==> config.mk <==
export PLATFORM = sky130hd
export DESIGN_NAME = lut_logic_cell
export DESIGN_NICKNAME = d
export VERILOG_FILES = /design/src/rtl/lutcell_pkg.sv /design/src/rtl/lc_cfg_chain.sv /design/src/rtl/lc_lut_mux.sv /design/src/rtl/lc_user_reg.sv /design/src/rtl/lut_logic_cell.sv
export SDC_FILE = /design/constraint.sdc
export NUM_CORES = 1
export LEC_CHECK = 0
export BUFFER_PORTS_ARGS = -buffer_cell sky130_fd_sc_hd__buf_2
export CAP_MARGIN = 20
export CORE_ASPECT_RATIO = 0.75
export CORE_MARGIN = 5
export CORE_UTILIZATION = 40
export CTS_CLUSTER_SIZE = 24
export DETAILED_ROUTE_END_ITERATION = 6
export GPL_ROUTABILITY_DRIVEN = 0
export SYNTH_ARGS = -nofsm -noshare
export SYNTH_HDL_FRONTEND = slang
export SYNTH_SLANG_ARGS = --single-unit
==> constraint.sdc <==
create_clock -name clk -period 1.6 [get_ports clk]
set_clock_uncertainty 0.05 [all_clocks]
set_input_delay 0.24 -clock clk [delete_from_list [all_inputs] [get_ports clk]]
set_output_delay 0.24 -clock clk [all_outputs]
set_load 0.01 [all_outputs]
==> src/rtl/lutcell_pkg.sv <==
package lutcell_pkg;
   typedef enum logic {
      MODE_COMB = 1'b0,
      MODE_REG  = 1'b1
   } out_mode_e;

   // table entries plus one mode bit
   function automatic int unsigned chain_len(input int unsigned n_in);
      return (32'd1 << n_in) + 32'd1;
   endfunction
endpackage

==> src/rtl/lc_cfg_chain.sv <==
module lc_cfg_chain #(
   parameter int unsigned LEN = 17
) (
   input  logic           clk,
   input  logic           rst_n,
   input  logic           shift_en,
   input  logic           sin,
   output logic [LEN-1:0] chain_q,
   output logic           sout
);
   if (LEN < 2) begin : g_bad_len
      $error("lc_cfg_chain: LEN must be at least 2");
   end

   always_ff @(posedge clk) begin
      if (!rst_n)
         chain_q <= '0;
      else if (shift_en)
         chain_q <= {chain_q[LEN-2:0], sin};
   end

   assign sout = chain_q[LEN-1];

   p_shift_in_r2: assert property (@(posedge clk) disable iff (!rst_n)
      shift_en |=> chain_q[0] == $past(sin));

   p_chain_hold_r2: assert property (@(posedge clk) disable iff (!rst_n)
      !shift_en |=> $stable(chain_q));
endmodule

==> src/rtl/lc_lut_mux.sv <==
module lc_lut_mux #(
   parameter int unsigned N_IN     = 4,
   parameter bit          MUX_TREE = 1'b1
) (
   input  logic [(1<<N_IN)-1:0] tbl,
   input  logic [N_IN-1:0]      sel,
   output logic                 y
);
   if (MUX_TREE) begin : g_tree
      // one 2:1 stage per input bit, lowest input closest to the table
      for (genvar l = 0; l <= N_IN; l++) begin : g_lvl
         logic [(1<<(N_IN-l))-1:0] v;
         if (l == 0) begin : g_leaf
            assign v = tbl;
         end else begin : g_stage
            for (genvar j = 0; j < (1 << (N_IN - l)); j++) begin : g_n
               assign v[j] = sel[l-1] ? g_lvl[l-1].v[2*j+1] : g_lvl[l-1].v[2*j];
            end
         end
      end
      assign y = g_lvl[N_IN].v[0];
   end else begin : g_index
      assign y = tbl[sel];
   end
endmodule

==> src/rtl/lc_user_reg.sv <==
module lc_user_reg (
   input  logic clk,
   input  logic rst_n,
   input  logic hold,
   input  logic d,
   output logic q
);
   always_ff @(posedge clk) begin
      if (!rst_n)
         q <= 1'b0;
      else if (!hold)
         q <= d;
   end

   p_ff_hold_r7: assert property (@(posedge clk) disable iff (!rst_n)
      hold |=> $stable(q));
endmodule

==> src/rtl/lut_logic_cell.sv <==
module lut_logic_cell #(
   parameter int unsigned N_IN     = 4,
   parameter bit          MUX_TREE = 1'b1
) (
   input  logic            clk,
   input  logic            rst_n,
   input  logic            cfg_en,
   input  logic            cfg_sin,
   output logic            cfg_sout,
   input  logic [N_IN-1:0] lut_in,
   output logic            cell_out
);
   import lutcell_pkg::*;

   localparam int unsigned TBL_W   = 1 << N_IN;
   localparam int unsigned CFG_W   = chain_len(N_IN);
   localparam int unsigned MODE_IX = CFG_W - 1;

   if (N_IN < 1 || N_IN > 6) begin : g_bad_n_in
      $error("lut_logic_cell: N_IN must be between 1 and 6");
   end

   logic [CFG_W-1:0] cfg_q;
   logic             lut_y;
   logic             ff_q;
   out_mode_e        mode;

   lc_cfg_chain #(.LEN(CFG_W)) u_chain (
      .clk      (clk),
      .rst_n    (rst_n),
      .shift_en (cfg_en),
      .sin      (cfg_sin),
      .chain_q  (cfg_q),
      .sout     (cfg_sout)
   );

   lc_lut_mux #(.N_IN(N_IN), .MUX_TREE(MUX_TREE)) u_lut (
      .tbl (cfg_q[TBL_W-1:0]),
      .sel (lut_in),
      .y   (lut_y)
   );

   lc_user_reg u_ff (
      .clk   (clk),
      .rst_n (rst_n),
      .hold  (cfg_en),
      .d     (lut_y),
      .q     (ff_q)
   );

   assign mode = out_mode_e'(cfg_q[MODE_IX]);

   always_comb begin
      if (cfg_en)
         cell_out = 1'b0;
      else if (mode == MODE_REG)
         cell_out = ff_q;
      else
         cell_out = lut_y;
   end

   p_reg_path_r5: assert property (@(posedge clk) disable iff (!rst_n)
      (!cfg_en && mode == MODE_REG) |=> (cfg_en || cell_out == $past(lut_y)));

   p_sout_stable_r6: assert property (@(posedge clk) disable iff (!rst_n)
      !cfg_en |=> $stable(cfg_sout));
endmodule

After elaboration in Yosys (flattened, before gate mapping). Cells that the tools add are included.

Register bits after elaboration: 18. Bits in latches: 0. Bits in writable memories: 0. Bits in read-only memories: 0. Bits of input ports: 8. Output and inout port bits: 2. Logic and storage cells: 19. Memories kept: 0.

$add $sub $neg: 0. $mul: 0. Divide/modulo/power cells: 0. Order comparisons: 0. Equal/unequal tests: 0. Shift-type cells: 0. Muxes and demuxes: 17. Bitwise gates (word level): 0. Reduce and logical (&&, ||, !) cells: 0.

Operator list (number): 2-to-1 mux 1 bit (17).

Logic depth before layout (Yosys ltp). Gate-level depths: netlist of run 1.

Depth after elaboration: 6. Depth in mapped cells: 5. Depth with buffers taken out: 4.

Cells and area by module. From an unflattened synthesis of run 1, not the netlist that was laid out.

Cells, all modules: 67. Area total of the unflattened synthesis: 844.6 um2.

Modules (own cells, without submodules): lc_cfg_chain (instances 1, cells an instance 55, area each 659.4 um2, sequential area each 340.3 um2); lc_lut_mux (instances 1, cells an instance 7, area each 135.1 um2, sequential area each 0.0 um2); lc_user_reg (instances 1, cells an instance 3, area each 36.3 um2, sequential area each 20.0 um2); lut_logic_cell (instances 1, cells an instance 2, area each 13.8 um2, sequential area each 0.0 um2).

Worst setup path before layout of run 1. Ideal clock, no wire load.

Kind: input to output. Start: input port lut_in[2]. End: output port cell_out. Arrival: 1065 ps. Required time: 1310 ps. Setup slack: 245 ps. Stages: 5. Buffers on the path: 1. Cell sequence: buf_6 mux2_2 o22ai_1 o21bai_2 o211ai_1.

Cells in the longest elaborated chain, start to end: 4. Elaborated cells between the ends (all ways): 5. Classes of those cells: 5 x mux.

RTL lines: from (decl) (line lut_logic_cell.sv:10) `input logic [N_IN-1:0] lut_in,`; 2-to-1 mux 1 bit (line lc_lut_mux.sv:17) `assign v[j] = sel[l-1] ? g_lvl[l-1].v[2*j+1] : g_lvl[l-1].v[2*j];`; 2-to-1 mux 1 bit (*) (line lc_lut_mux.sv:17); 2-to-1 mux 1 bit (*) (line lut_logic_cell.sv:56) `else if (mode == MODE_REG)`; 2-to-1 mux 1 bit (*) (line lut_logic_cell.sv:54) `if (cfg_en)`; to (decl) (line lut_logic_cell.sv:11) `output logic cell_out`.

Mark *: on every way between the ends. The rest lies on a longest branch, timed or not.

Worst setup path in the final report of run 1.
Start: register u_chain.chain_q[8]. End: output port cell_out.

Cells in the longest elaborated chain, start to end: 6.

RTL lines: from (decl) (line lc_cfg_chain.sv:8) `output logic [LEN-1:0] chain_q,`; from (signal assigned) (line lc_cfg_chain.sv:19) `chain_q <= {chain_q[LEN-2:0], sin};`; 2-to-1 mux 1 bit (4 in series) (line lc_lut_mux.sv:17); 2-to-1 mux 1 bit (line lut_logic_cell.sv:56); 2-to-1 mux 1 bit (line lut_logic_cell.sv:54).

No other way between the ends.

==> run_summary.xml, run 1 <==
<?xml version="1.0" encoding="UTF-8"?>
<metrics>
  <group name="detailed_routing">
    <metric name="drc" unit="">0</metric>
    <metric name="met3_length" unit="µm">76</metric>
    <metric name="finalWirelength" unit="µm">1740</metric>
    <metric name="avgViaCountPerCell" unit="">5.11</metric>
    <metric name="detailroute.via_count" unit="">624</metric>
    <metric name="met2RoutedLength" unit="µm">769</metric>
    <metric name="highest_signal_layer" unit="">met4</metric>
    <metric name="wl_per_cell" unit="µm">14.2</metric>
    <metric name="detailedRoute.firstPassIterationCount" unit="">4</metric>
    <metric name="drtAntennaViolNets" unit="">0</metric>
    <metric name="wirelength_met1" unit="µm">861</metric>
    <metric name="detail_route.iter0.violations" unit="">29</metric>
  </group>
  <group name="clocking">
    <metric name="clock_insertion_delay_worst_skew" unit="ns">0.30</metric>
    <metric name="cts_tree" unit="">yes</metric>
    <metric name="clock_tree.root_cell" unit="">sky130_fd_sc_hd__clkbuf_4</metric>
    <metric name="clockBufferDepth" unit="">2</metric>
    <metric name="clkSlewWorstSetupHoldPaths" unit="ns">0.11</metric>
    <metric name="cts_buffers" unit="">3</metric>
    <metric name="cts_sinks" unit="">18</metric>
    <metric name="htree_levels" unit="">1</metric>
  </group>
  <group name="logic_synthesis">
    <metric name="synth_top_cells_by_area" unit="">sky130_fd_sc_hd__dfxtp_1 41%, sky130_fd_sc_hd__mux2i_1 24%, sky130_fd_sc_hd__nor2b_1 12%</metric>
    <metric name="yosys.area.top_type_share" unit="%">41.4</metric>
    <metric name="synth-async-reset-ratio" unit="%">0</metric>
    <metric name="syn_nets" unit="">91</metric>
    <metric name="postSynthRegisterBits" unit="">18</metric>
    <metric name="synth_cells" unit="">83</metric>
    <metric name="synth-seq-area-share" unit="%">41.4</metric>
    <metric name="post_synth_most_frequent_cells" unit="">21 x sky130_fd_sc_hd__mux2i_1, 18 x sky130_fd_sc_hd__dfxtp_1, 17 x sky130_fd_sc_hd__nor2b_1</metric>
    <metric name="synth.cell_area" unit="µm²">870</metric>
    <metric name="synth_area_per_cell" unit="µm²">10.5</metric>
    <metric name="netlist.top_cell.by_area" unit="">sky130_fd_sc_hd__dfxtp_1</metric>
    <metric name="yosys_warnings" unit="">0</metric>
    <metric name="most_numerous_cell_in_the_yosys_netlist" unit="">sky130_fd_sc_hd__mux2i_1</metric>
    <metric name="yosys.cell_types.count" unit="">21</metric>
    <metric name="synth_edf_count" unit="">0</metric>
    <metric name="synth_flop_cell" unit="">sky130_fd_sc_hd__dfxtp_1</metric>
  </group>
  <group name="flow_run">
    <metric name="drv.max_cap_violation_count" unit="">0</metric>
  </group>
  <group name="finish">
    <metric name="num_antenna_cells" unit="">0</metric>
    <metric name="area_of_all_placed_cells_without_fillers" unit="mm²">0.00103</metric>
    <metric name="drive_above_1_share" unit="%">31.6</metric>
    <metric name="syn_to_final_growth" unit="%">18.8</metric>
    <metric name="finish.net_count" unit="">107</metric>
  </group>
  <group name="timing">
    <metric name="setup-violations-final" unit="">1</metric>
    <metric name="final_hold_violation_count" unit="">0</metric>
    <metric name="final.period_utilization" unit="%">113</metric>
    <metric name="finalMaxSlewViolations" unit="">0</metric>
    <metric name="timing.final.crit_period" unit="ns">1.81</metric>
    <metric name="max_slew.worst_pin.slew" unit="ns">0.289</metric>
    <metric name="setup_tns" unit="ns">-0.209</metric>
    <metric name="rsz0062_at_grt" unit="">yes</metric>
    <metric name="worst_slew_margin_rel" unit="%">80.7</metric>
    <metric name="final.setup.worst_slack" unit="ns">-0.209</metric>
    <metric name="fmax" unit="MHz">553</metric>
  </group>
  <group name="floorplanning">
    <metric name="die_area" unit="mm²">0.00322</metric>
    <metric name="rows" unit="">14</metric>
    <metric name="floorplan.die.width" unit="µm">63.8</metric>
    <metric name="start_util" unit="%">42.8</metric>
    <metric name="die_y" unit="µm">50.4</metric>
    <metric name="io_pins" unit="">10</metric>
    <metric name="placeableCoreArea" unit="mm²">0.00203</metric>
  </group>
  <group name="global_routing">
    <metric name="global_route.overflow_total" unit="">0</metric>
    <metric name="grt_max_degree" unit="">21</metric>
    <metric name="grt_util_all_layers" unit="%">11.4</metric>
    <metric name="first_pass_grt_wire_length" unit="µm">2810</metric>
    <metric name="antenna_violations_before_repair" unit="">0</metric>
    <metric name="grt_pass1_vias" unit="">620</metric>
  </group>
  <group name="place">
    <metric name="preCtsSetupSlack" unit="ns">0.0139</metric>
    <metric name="port_buffers" unit="">9</metric>
    <metric name="dp.final_hpwl" unit="µm">1150</metric>
    <metric name="placedInstanceArea" unit="µm²">932</metric>
  </group>
  <group name="power_and_ir_drop">
    <metric name="power_switching_share" unit="%">23.2</metric>
    <metric name="leakage" unit="nW">0.433</metric>
    <metric name="switching_power" unit="mW">0.192</metric>
    <metric name="internal_power" unit="mW">0.633</metric>
    <metric name="peakVddDrop" unit="µV">636</metric>
    <metric name="power.density" unit="mW/mm²">798</metric>
    <metric name="p_comb_share" unit="%">10.0</metric>
    <metric name="clock_power_share" unit="%">34.9</metric>
    <metric name="flop_pwr_share" unit="%">55.1</metric>
  </group>
  <group name="worst_setup_path">
    <metric name="timing.critical_path.from_type" unit="">flip-flop</metric>
    <metric name="end_kind" unit="">output pin</metric>
    <metric name="critical_path.max_fanout" unit="">2</metric>
    <metric name="arrival" unit="ns">1.52</metric>
    <metric name="required" unit="ns">1.31</metric>
    <metric name="path_class" unit="">flip-flop to output pin</metric>
  </group>
  <group name="outcome">
    <metric name="violated_checks" unit="">negative setup slack</metric>
    <metric name="status" unit="">finished with violations</metric>
  </group>
  <group name="min_path">
    <metric name="timing.hold.worst.class" unit="">input pin to flip-flop</metric>
  </group>
</metrics>
## metal layers
| metal | vias to the layer above | GRT usage, % |
|---|---|---|
| met5 | - | 0 |
| met1 | 290 | 13.6 |
| li1 | 319 | - |
| met3 | 4 | 5.58 |
| met2 | 11 | 18.1 |
| met4 | 0 | 3.46 |
## layout by cell type (no fill, tap or decap), drive strengths merged, types with 2 or more instances in the layout
master / netlist / routed
buf: 4 / 17
clkbuf: 2 / 4
dfxtp: 18 / 18
mux2: 2 / 2
mux2i: 21 / 21
nand2: 2 / 2
nand3b: 2 / 2
nor2: 2 / 2
nor2b: 17 / 17
o211ai: 3 / 3
o32ai: 2 / 2
## repair_timing
| item | in CTS | in global routing |
|---|---|---|
| pin swaps | 0 | 2 |
| hold buffers | 0 | 0 |
| cloned | 0 | 0 |
| endpoints found under the setup margin | 1 | 1 |
| gates resized for setup | 7 | 0 |
| buffers inserted | 3 | 2 |
## sequential cells by signal (all words and copies together) (netlist names)
name and count:
u_chain.chain_q 17, u_ff.q 1
## worst max-delay path, stage by stage, from the launching register on
cell	delay (ns)
sky130_fd_sc_hd__dfxtp_2	0.35
sky130_fd_sc_hd__mux4_2	0.48
sky130_fd_sc_hd__o21bai_4	0.16
sky130_fd_sc_hd__o211ai_1	0.08
sky130_fd_sc_hd__buf_2	0.15
## kinds of logic (layout without fill, tap and decap cells)
group           Yosys count  after routing  synth area share, %
simple gates             26             26                 17.6
mux                      24             24                 29.4
flops                    18             18                 41.4
compound gates            8              8                 7.19
buf+inv                   7             22                 4.46
## metrics by stage
step	hold WS, ns	power (mW)	utilization (%)	instances
floorplan	0.359	0.520	-	83
global placement	0.450	0.539	45.9	113
detailed placement	0.453	0.540	45.9	113
CTS	0.139	0.830	50.1	120
global route	0.134	0.863	50.9	122
finish	0.143	0.825	50.9	122
## final cells by class
| class | count | area [µm²] |
|---|---|---|
| Tap cell | 24 | 30.0 |
| Multi-Input combinational cell | 58 | 493 |
| Clock buffer | 4 | 36.3 |
| Inverter | 1 | 3.75 |
| Sequential cell | 18 | 365 |
| Timing Repair Buffer | 17 | 105 |
| Fill cell | 195 | 998 |
## final timing paths
check | start | endpoint | cells after the start | slack [ns]
worst max register to register | u_chain.chain_q[8] | u_ff.q | 4 | 0.24
worst min register to register | u_ff.q | u_ff.q | 2 | 0.48
worst min-delay path | cfg_sin | u_chain.chain_q[0] | 3 | 0.14
worst max-delay path | u_chain.chain_q[8] | cell_out | 4 | -0.21
## power groups by stage
stage	Combinational, mW	Clock [mW]	Sequential, mW
global route	0.0888	0.318	0.455
detailed placement	0.0747	0	0.465
floorplan	0.0558	0	0.464
CTS	0.0799	0.296	0.455
finish	0.0826	0.288	0.455
global placement	0.0742	0	0.465
Note: power is estimated with default switching activity, not from simulation.
==> inputs of run 2 (changes only) <==
Settings changed: CORE_UTILIZATION 40 to 26, CTS_CLUSTER_SIZE 24 to 8, REMOVE_ABC_BUFFERS from default to 1.
==> run 2 against run 1 <==
Against the previous run: the flow still finishes with violations (negative setup slack); final area decreased by 2.3%; largest power group unchanged; critical path depth unchanged; critical endpoint unchanged; core utilization decreased by 20 points; global-route usage decreased by 3.4 points; worst hold slack improved by 0.043 ns; sequential cell count unchanged; die area increased by 43%; combinational power decreased by 8.6%; routed wire length decreased by 6.0%; sequential power about the same.
==> run_summary.xml, run 2 (synthesis results as in run 1) <==
<?xml version="1.0" encoding="UTF-8"?>
<metrics>
  <group name="timing">
    <metric name="finalMaxSlewViolations" unit="">0</metric>
    <metric name="final.setup.worst_slack" unit="ns">-0.153</metric>
    <metric name="setup-violations-final" unit="">1</metric>
    <metric name="timing.final.crit_period" unit="ns">1.75</metric>
    <metric name="max_slew.worst_pin.slew" unit="ns">0.328</metric>
    <metric name="rsz0062_at_grt" unit="">yes</metric>
    <metric name="fmax" unit="MHz">570</metric>
    <metric name="final_hold_violation_count" unit="">0</metric>
    <metric name="worst_slew_margin_rel" unit="%">78.1</metric>
    <metric name="final.period_utilization" unit="%">110</metric>
  </group>
  <group name="detailed_routing">
    <metric name="detailedRoute.firstPassIterationCount" unit="">4</metric>
    <metric name="drc" unit="">0</metric>
    <metric name="finalWirelength" unit="µm">1630</metric>
    <metric name="detailroute.via_count" unit="">591</metric>
    <metric name="wl_per_cell" unit="µm">12.5</metric>
    <metric name="drtAntennaViolNets" unit="">0</metric>
    <metric name="avgViaCountPerCell" unit="">4.51</metric>
    <metric name="detail_route.iter0.violations" unit="">42</metric>
  </group>
  <group name="global_routing">
    <metric name="grt_pass1_vias" unit="">617</metric>
    <metric name="global_route.overflow_total" unit="">0</metric>
    <metric name="first_pass_grt_wire_length" unit="µm">2930</metric>
    <metric name="antenna_violations_before_repair" unit="">0</metric>
    <metric name="grt_util_all_layers" unit="%">8.04</metric>
    <metric name="grt_max_degree" unit="">21</metric>
  </group>
  <group name="finish">
    <metric name="finish.net_count" unit="">100</metric>
    <metric name="multi_input_area" unit="µm²">485</metric>
    <metric name="final_cell_mix" unit="">21 x sky130_fd_sc_hd__mux2i_1, 17 x sky130_fd_sc_hd__nor2b_1, 16 x sky130_fd_sc_hd__dfxtp_1</metric>
    <metric name="post_layout_nonfiller_instances" unit="">131</metric>
    <metric name="syn_to_final_growth" unit="%">16.1</metric>
    <metric name="top_register" unit="">u_chain.chain_q</metric>
    <metric name="fillerInstances" unit="">340</metric>
    <metric name="layout_commonest_cell" unit="">sky130_fd_sc_hd__mux2i_1</metric>
    <metric name="num_antenna_cells" unit="">0</metric>
    <metric name="sequential_cell_area" unit="µm²">363</metric>
    <metric name="largest_reg_flops" unit="">17</metric>
    <metric name="layout_top_registers" unit="">u_chain.chain_q (17), u_ff.q (1)</metric>
    <metric name="drive_above_1_share" unit="%">23.1</metric>
  </group>
  <group name="clocking">
    <metric name="cts_buffers" unit="">3</metric>
    <metric name="cts_sinks" unit="">18</metric>
    <metric name="clkSlewWorstSetupHoldPaths" unit="ns">0.07</metric>
    <metric name="htree_levels" unit="">1</metric>
    <metric name="clock_insertion_delay_worst_skew" unit="ns">0.26</metric>
    <metric name="cts_tree" unit="">yes</metric>
    <metric name="clockBufferDepth" unit="">2</metric>
    <metric name="cts_hold_buf" unit="">0</metric>
    <metric name="clock_tree.root_cell" unit="">sky130_fd_sc_hd__clkbuf_8</metric>
  </group>
  <group name="outcome">
    <metric name="status" unit="">finished with violations</metric>
    <metric name="violated_checks" unit="">negative setup slack</metric>
  </group>
  <group name="floorplanning">
    <metric name="start_util" unit="%">26.6</metric>
    <metric name="die_y" unit="µm">60.1</metric>
    <metric name="placeableCoreArea" unit="mm²">0.00327</metric>
    <metric name="floorplan.die.width" unit="µm">76.8</metric>
    <metric name="die_area" unit="mm²">0.00461</metric>
    <metric name="rows" unit="">18</metric>
    <metric name="io_pins" unit="">10</metric>
  </group>
  <group name="worst_setup_path">
    <metric name="critical_path.cell_chain" unit="">mux4_2 -&gt; o21bai_4 -&gt; o211ai_1 -&gt; buf_2</metric>
    <metric name="path_delay_family" unit="">multiplexers</metric>
    <metric name="timing.critical_path.from_type" unit="">flip-flop</metric>
    <metric name="path_class" unit="">flip-flop to output pin</metric>
    <metric name="required" unit="ns">1.31</metric>
    <metric name="end_kind" unit="">output pin</metric>
    <metric name="crit_start" unit="">u_chain.chain_q[13]</metric>
    <metric name="critical_path.max_fanout" unit="">3</metric>
    <metric name="worstReg2RegStart" unit="">u_chain.chain_q[13]</metric>
    <metric name="arrival" unit="ns">1.46</metric>
    <metric name="critPathMaxStageDelay" unit="ns">0.49</metric>
    <metric name="cp_slowest_cell" unit="">sky130_fd_sc_hd__mux4_2</metric>
    <metric name="cp_num_buf_inv" unit="">1</metric>
  </group>
  <group name="flow_run">
    <metric name="drv.max_cap_violation_count" unit="">0</metric>
  </group>
  <group name="place">
    <metric name="dp.final_hpwl" unit="µm">1180</metric>
    <metric name="post-place-cells" unit="">127</metric>
    <metric name="preCtsSetupSlack" unit="ns">-0.00936</metric>
    <metric name="port_buffers" unit="">9</metric>
  </group>
  <group name="power_and_ir_drop">
    <metric name="leakage" unit="nW">0.402</metric>
    <metric name="power.density" unit="mW/mm²">901</metric>
    <metric name="peakVddDrop" unit="µV">322</metric>
    <metric name="total_power" unit="mW">0.910</metric>
  </group>
  <group name="min_path">
    <metric name="worst_min_delay_path_startpoint" unit="">cfg_sin</metric>
    <metric name="timing.hold.worst.class" unit="">input pin to flip-flop</metric>
  </group>
</metrics>
[run 2: cell types whose count changed in the layout (fill, tap and decap cells not counted), sizes merged]
| cell | change |
|---|---|
| buf | -7 |
[run 2: through the flow]
stage / util [%] / hold WS [ns] / area (µm²) / setup TNS, ns
2_1_floorplan: - / 0.318 / 835 / 0
3_3_place_gp: 28.7 / 0.442 / 937 / 0
3_5_place_dp: 28.7 / 0.464 / 937 / -0.00936
4_1_cts: 30.4 / 0.187 / 992 / -0.159
5_1_grt: 30.9 / 0.193 / 1010 / -0.224
6_report: 30.9 / 0.186 / 1010 / -0.153
[run 2: report_power, final]
part / total, mW / internal [mW] / switching, mW
combinational: 0.0755 / 0.0375 / 0.0380
clock: 0.379 / 0.219 / 0.160
sequential: 0.455 / 0.452 / 0.00299
total: 0.910 / 0.708 / 0.201
[run 2: worst min-delay path, delay by kind of cell]
family        cells  cell delay, ns
mux               1            0.06
simple gates      1            0.09
buf+inv           1            0.08
[run 2: layout make-up]
| type | count | share of cell area [%] |
|---|---|---|
| Multi-Input combinational cell | 58 | 48.1 |
| Sequential cell | 18 | 35.9 |
| Clock buffer | 4 | 5.45 |
| Timing Repair Buffer | 10 | 5.20 |
| Tap cell | 40 | 4.96 |
| Inverter | 1 | 0.372 |
[run 2: timing repair]
action | 4_1_cts | 5_1_grt
endpoints found under the setup margin | 1 | 1
cloned | 0 | 0
setup buffers | 0 | 0
gates resized for setup | 0 | 4
[run 2: per-layer routing]
| metal | global-route usage, % | routed length (µm) | vias up |
|---|---|---|---|
| li1 | - | - | 307 |
| met1 | 10.1 | 821 | 267 |
| met2 | 12.1 | 681 | 12 |
| met3 | 3.31 | 95 | 5 |
| met4 | 3.74 | 35 | 0 |
| met5 | 0 | 0 | - |
[run 2: path summary, 6_finish.rpt]
kind / cells past startpoint / slack, ns / to
hold reg to reg: 2 / 0.48 / u_ff.q
hold / removal: 3 / 0.19 / u_chain.chain_q[0]
setup reg to reg: 3 / 0.39 / u_ff.q
setup / recovery: 4 / -0.15 / cell_out
